==> src/rtl/tmr_pkg.sv <==
package tmr_pkg;
  typedef enum logic [1:0] {
    SEL_NONE = 2'd0,
    SEL_CNT  = 2'd1,
    SEL_PRD  = 2'd2,
    SEL_CTL  = 2'd3
  } tmr_sel_e;

  localparam int unsigned CTL_DIV_LSB = 0;
  localparam int unsigned CTL_RLD_BIT = 5;
  localparam int unsigned CTL_PSC_LSB = 6;
endpackage

==> src/rtl/tmr_decode.sv <==
module tmr_decode #(
  parameter int unsigned ADDR_W = 8,
  parameter logic [ADDR_W-1:0] CNT_OFS = 'h24,
  parameter logic [ADDR_W-1:0] PRD_OFS = 'h25,
  parameter logic [ADDR_W-1:0] CTL_OFS = 'h26
) (
  input  logic [ADDR_W-1:0] addr,
  output tmr_pkg::tmr_sel_e sel
);
  always_comb begin
    if (addr == CNT_OFS)      sel = tmr_pkg::SEL_CNT;
    else if (addr == PRD_OFS) sel = tmr_pkg::SEL_PRD;
    else if (addr == CTL_OFS) sel = tmr_pkg::SEL_CTL;
    else                      sel = tmr_pkg::SEL_NONE;
  end
endmodule

==> src/rtl/tmr_prescaler.sv <==
module tmr_prescaler #(
  parameter int unsigned PSC_W = 4
) (
  input  logic             clk,
  input  logic             rst_n,
  input  logic             ctl_wr,
  input  logic             restart,
  input  logic [PSC_W-1:0] wr_div,
  input  logic [PSC_W-1:0] wr_psc,
  output logic [PSC_W-1:0] div_q,
  output logic [PSC_W-1:0] psc_q,
  output logic             tick
);
  logic [PSC_W-1:0] div_d, psc_d;
  logic             div_en, psc_en;

  always_comb begin
    div_d  = div_q;
    psc_d  = psc_q;
    div_en = 1'b0;
    psc_en = 1'b1;
    tick   = 1'b0;
    if (ctl_wr) begin
      div_en = 1'b1;
      div_d  = wr_div;
      psc_d  = restart ? wr_div : wr_psc;
    end else if (psc_q <= PSC_W'(1)) begin
      psc_d = div_q;
      tick  = 1'b1;
    end else begin
      psc_d = psc_q - PSC_W'(1);
    end
  end

  always_ff @(posedge clk or negedge rst_n) begin
    if (!rst_n) begin
      div_q <= '0;
      psc_q <= '0;
    end else begin
      if (div_en) div_q <= div_d;
      if (psc_en) psc_q <= psc_d;
    end
  end
endmodule

==> src/rtl/tmr_counter.sv <==
module tmr_counter #(
  parameter int unsigned CNT_W = 16
) (
  input  logic             clk,
  input  logic             rst_n,
  input  logic             tick,
  input  logic             cnt_wr,
  input  logic             prd_wr,
  input  logic             restart,
  input  logic [CNT_W-1:0] wdata,
  output logic [CNT_W-1:0] tim_q,
  output logic [CNT_W-1:0] prd_q,
  output logic             irq_q
);
  logic [CNT_W-1:0] tim_d;
  logic             tim_en, irq_d;

  always_comb begin
    tim_d  = tim_q;
    tim_en = 1'b0;
    irq_d  = 1'b0;
    if (cnt_wr) begin
      tim_en = 1'b1;
      tim_d  = wdata;
    end else if (restart) begin
      tim_en = 1'b1;
      tim_d  = prd_q;
    end else if (tick) begin
      tim_en = 1'b1;
      if (tim_q <= CNT_W'(1)) begin
        tim_d = prd_q;
        irq_d = 1'b1;
      end else begin
        tim_d = tim_q - CNT_W'(1);
      end
    end
  end

  always_ff @(posedge clk or negedge rst_n) begin
    if (!rst_n) begin
      tim_q <= '0;
      prd_q <= '0;
      irq_q <= 1'b0;
    end else begin
      if (tim_en) tim_q <= tim_d;
      if (prd_wr) prd_q <= wdata;
      irq_q <= irq_d;
    end
  end
endmodule

==> src/rtl/pstimer.sv <==
module pstimer #(
  parameter int unsigned ADDR_W = 8,
  parameter int unsigned DATA_W = 16,
  parameter int unsigned CNT_W  = 16,
  parameter int unsigned PSC_W  = 4,
  parameter logic [ADDR_W-1:0] CNT_OFS = 'h24,
  parameter logic [ADDR_W-1:0] PRD_OFS = 'h25,
  parameter logic [ADDR_W-1:0] CTL_OFS = 'h26
) (
  input  logic              clk,
  input  logic              rst_n,
  input  logic              bus_wr,
  input  logic [ADDR_W-1:0] bus_addr,
  input  logic [DATA_W-1:0] bus_wdata,
  output logic [DATA_W-1:0] bus_rdata,
  output logic              irq
);
  import tmr_pkg::*;

  localparam int unsigned PSC_MSB = CTL_PSC_LSB + PSC_W - 1;
  localparam int unsigned DIV_MSB = CTL_DIV_LSB + PSC_W - 1;

  tmr_sel_e         sel;
  logic             cnt_wr, prd_wr, ctl_wr, restart, tick;
  logic [PSC_W-1:0] div_q, psc_q;
  logic [CNT_W-1:0] tim_q, prd_q;

  tmr_decode #(
    .ADDR_W(ADDR_W), .CNT_OFS(CNT_OFS), .PRD_OFS(PRD_OFS), .CTL_OFS(CTL_OFS)
  ) u_dec (
    .addr(bus_addr),
    .sel (sel)
  );

  assign cnt_wr  = bus_wr && (sel == SEL_CNT);
  assign prd_wr  = bus_wr && (sel == SEL_PRD);
  assign ctl_wr  = bus_wr && (sel == SEL_CTL);
  assign restart = ctl_wr && bus_wdata[CTL_RLD_BIT];

  tmr_prescaler #(.PSC_W(PSC_W)) u_psc (
    .clk    (clk),
    .rst_n  (rst_n),
    .ctl_wr (ctl_wr),
    .restart(restart),
    .wr_div (bus_wdata[DIV_MSB:CTL_DIV_LSB]),
    .wr_psc (bus_wdata[PSC_MSB:CTL_PSC_LSB]),
    .div_q  (div_q),
    .psc_q  (psc_q),
    .tick   (tick)
  );

  tmr_counter #(.CNT_W(CNT_W)) u_cnt (
    .clk    (clk),
    .rst_n  (rst_n),
    .tick   (tick),
    .cnt_wr (cnt_wr),
    .prd_wr (prd_wr),
    .restart(restart),
    .wdata  (bus_wdata[CNT_W-1:0]),
    .tim_q  (tim_q),
    .prd_q  (prd_q),
    .irq_q  (irq)
  );

  always_comb begin
    bus_rdata = '0;
    unique case (sel)
      SEL_CNT: bus_rdata = DATA_W'(tim_q);
      SEL_PRD: bus_rdata = DATA_W'(prd_q);
      SEL_CTL: begin
        bus_rdata[DIV_MSB:CTL_DIV_LSB] = div_q;
        bus_rdata[PSC_MSB:CTL_PSC_LSB] = psc_q;
      end
      default: bus_rdata = '0;
    endcase
  end
endmodule

==> config.mk <==
export PLATFORM = sky130hd
export DESIGN_NAME = pstimer
export DESIGN_NICKNAME = d
export VERILOG_FILES = /design/src/rtl/tmr_pkg.sv /design/src/rtl/tmr_decode.sv /design/src/rtl/tmr_prescaler.sv /design/src/rtl/tmr_counter.sv /design/src/rtl/pstimer.sv
export SDC_FILE = /design/constraint.sdc
export NUM_CORES = 1
export LEC_CHECK = 0
export ABC_AREA = 1
export BUFFER_PORTS_ARGS = -buffer_cell sky130_fd_sc_hd__buf_2
export CAP_MARGIN = 10
export CELL_PAD_IN_SITES_DETAIL_PLACEMENT = 1
export CELL_PAD_IN_SITES_GLOBAL_PLACEMENT = 2
export CORE_MARGIN = 2
export CORE_UTILIZATION = 33
export CTS_CLUSTER_DIAMETER = 40
export CTS_CLUSTER_SIZE = 14
export DETAILED_ROUTE_END_ITERATION = 6
export HOLD_SLACK_MARGIN = 0.15
export PLACE_DENSITY_LB_ADDON = 0.1
export SETUP_SLACK_MARGIN = 0.2
export SLEW_MARGIN = 20
export SYNTH_ARGS = -nofsm -noshare
export SYNTH_HDL_FRONTEND = slang
export SYNTH_SLANG_ARGS = --single-unit
==> constraint.sdc <==
create_clock -name clk -period 4.9 [get_ports clk]
set_input_delay 0.245 -clock clk [delete_from_list [all_inputs] [get_ports clk]]
set_output_delay 0.245 -clock clk [all_outputs]
set_load 0.01 [all_outputs]
==> impl_metrics.tcl <==
set metrics [dict create \
    worst_setup_path_end_kind "register" \
    yosys.cell_types.count 31 \
    drt_pre_antenna_iters 4 \
    clock-skew-final_ns 0.004780 \
    antenna_violating_nets_post_route 0 \
    setup_viol 0 \
    cts.reportedPaths.clkPinSlew_ns 0.09 \
    global_route.overflow_total 0 \
    synth_largest_area_cell "sky130_fd_sc_hd__dfrtp_1" \
    cts.sinks 41 \
    tritoncts_buffers 5 \
    design.final.nets 511 \
    finalMaxSlewViolations 0 \
    postCtsSetupRepairBufs 0 \
    critical_path_arrival_ns 2.46 \
    largest_net_degree_at_the_start_of_global_routing 42 \
    drive_gt1_share_pct 13.75 \
    die_height_um 97.12 \
    grt_setup_unrepaired "false" \
    leakage_nw 1.757 \
    root_buffer "sky130_fd_sc_hd__clkbuf_8" \
    detailed_route_drc_error_count 0 \
    ys_seq_elements 41 \
    synth.top_cells.by_count "sky130_fd_sc_hd__nand2_1 (125), sky130_fd_sc_hd__nor2_1 (76), sky130_fd_sc_hd__inv_1 (72)" \
    num_antenna_cells 0 \
    setup.worst_path.class "reg -> reg" \
    die_area_um2 9432 \
    drt_wl_total_mm 9.404 \
    via_per_inst 4.974 \
    synth.top_cells.by_area "sky130_fd_sc_hd__dfrtp_1 (36%), sky130_fd_sc_hd__nand2_1 (16%), sky130_fd_sc_hd__nor2_1 (10%)" \
    yosys_warnings 0 \
    final_layout_worst_hold_slack_ns 0.2131 \
    die_w_um 97.12 \
    grt_pass1_vias 3057 \
    grt_first_pass_wirelength_mm 15.57 \
    cap_viol_max_count 0 \
    detailedPlacementHpwl_mm 6.873 \
    crit_fanout 16 \
    cp_data_required_time_ns 5.14 \
    floorplan.rows 33 \
    min_period_over_period_pct 45.42 \
    numPortBuffers 43 \
    start_kind "register" \
    hold_path_class "in -> reg" \
    fp.coreArea_um2 8299 \
    cts_tree "done" \
    run_status "finished clean" \
    num_vias 2910 \
    yosys.cell_count.top_type "sky130_fd_sc_hd__nand2_1" \
    ioPinCount 44 \
    clkLatencyLatePin_ns 0.30 \
    async_flop_share_pct 100.0 \
    finalCriticalPeriod_ns 2.225 \
    synth_edf_count 0 \
    synth_top_flop_cell "sky130_fd_sc_hd__dfrtp_1" \
    syn_nets 470 \
    timing.setup.tns_ns 0 \
    first_iter_violations 81 \
    achievable-frequency_ghz 0.4494 \
    syn_to_layout_area_delta_pct 14.25 \
    syn_area_um2 2861 \
    routedWlPerCell_um 16.08 \
    synth.yosys.seq_area_share_pct 35.85 \
    track_usage_pct 20.72 \
    syn_avg_cell_area_um2 6.518 \
    timing.max_slew.rel_slack_pct 36.76 \
    power_per_cell_area_nw_per_um2 451.6 \
    hold_viol_final 0 \
    antenna_found_initial 0 \
    initial_utilization_pct 34.48 \
    tightest_slew_ns 0.9458 \
    post_synth_inst_count 439 \
    gpl.final_weighted_congestion 0.8476 \
    h-tree-depth 2 \
    netlist.area_leader.share_pct 35.85 \
    maximum_clock_insertion_buffer_count 2 \
    totalPowerFinal_mw 1.476 \
    ir_worst_vdd_uv 123.8 \
]
[per-layer routing]
layer	wire [µm]	vias to the layer above	part of all wire [%]	track usage, %
met1	4398	1375	47	28.36
met5	0	-	0	0
li1	-	1454	-	-
met2	4388	63	47	34.24
met3	400	18	4.3	2.446
met4	217	0	2.3	6.501
[state kept, by name, summed over array words and instances (netlist names)]
signal	count
u_cnt.irq_q	1
u_psc.psc_q	4
u_cnt.tim_q	16
u_cnt.prd_q	16
u_psc.div_q	4
[stage by stage]
stage	setup slack, ns	area (µm²)	cells	util, %
after floorplan	3.203	2861	439	-
after global placement	2.696	3153	577	37.99
after detailed placement	2.649	3153	577	37.99
after CTS	2.640	3267	585	39.36
after global routing	2.451	3269	585	39.39
final	2.675	3269	585	39.39
[area by class of cell]
cell class / instances / area [µm²]
clock inverter: 2 / 35.03
inverter: 75 / 281.5
clock buffer: 5 / 68.82
multi-input combinational: 313 / 1499
tap: 105 / 131.4
fill: 1125 / 5030
timing repair buffer: 44 / 227.7
sequential: 41 / 1026
[cell usage in the layout (no fill, tap or decap), types with 4 or more instances in the layout]
master	instances
sky130_fd_sc_hd__o221ai_1	8
sky130_fd_sc_hd__nor2_1	76
sky130_fd_sc_hd__clkbuf_8	5
sky130_fd_sc_hd__ha_1	4
sky130_fd_sc_hd__nand2_1	125
sky130_fd_sc_hd__nand3_1	33
sky130_fd_sc_hd__nand4_1	4
sky130_fd_sc_hd__nand2_2	6
sky130_fd_sc_hd__inv_1	72
sky130_fd_sc_hd__buf_2	42
sky130_fd_sc_hd__o21ai_0	26
sky130_fd_sc_hd__dfrtp_1	41
sky130_fd_sc_hd__o22ai_1	8
[kinds of logic after synthesis]
family / after synthesis / share of synthesized area [%]
adders and majority gates: 4 / 1.749
xor gates and xnor gates: 4 / 1.225
buffers and inverters: 85 / 11.76
and+or+nand+nor: 254 / 38.13
DFF: 41 / 35.85
AOI/OAI and AO/OA: 51 / 11.28
[critical path, cell delays in order (launching register included)]
cell and delay (ns):
sky130_fd_sc_hd__dfrtp_1 0.40, sky130_fd_sc_hd__inv_1 0.12, sky130_fd_sc_hd__ha_1 0.21, sky130_fd_sc_hd__o21ai_1 0.12, sky130_fd_sc_hd__nor2_1 0.41, sky130_fd_sc_hd__nand2_2 0.17, sky130_fd_sc_hd__a21boi_4 0.48, sky130_fd_sc_hd__nand3_1 0.15
sky130_fd_sc_hd__nand2_1 0.11
[power breakdown]
group	total, mW	internal (mW)	switching (mW)	leakage (nW)
Combinational	0.701	0.230	0.471	1.16
Sequential	0.497	0.419	0.0780	0.543
Clock	0.279	0.148	0.130	0.0540
[final timing paths]
path / start / to / slack (ns) / cells after the start
setup / recovery: u_psc.psc_q[0] / u_cnt.tim_q[3] / 2.67 / 8
hold / removal: bus_wdata[15] / u_cnt.prd_q[15] / 0.21 / 3
setup reg to reg: u_psc.psc_q[0] / u_cnt.tim_q[3] / 2.67 / 8
hold reg to reg: u_cnt.prd_q[11] / u_cnt.prd_q[11] / 0.49 / 2
max in group asynchronous: rst_n / u_cnt.prd_q[1] / 4.03 / 2
min in group asynchronous: rst_n / u_psc.div_q[2] / 0.48 / 2
[timing repair]
action | CTS | global route
endpoints found under the hold margin | 7 | 0
hold buffers | 1 | 0
resized for setup | 0 | 0
Power figures use the tool's default switching activity.
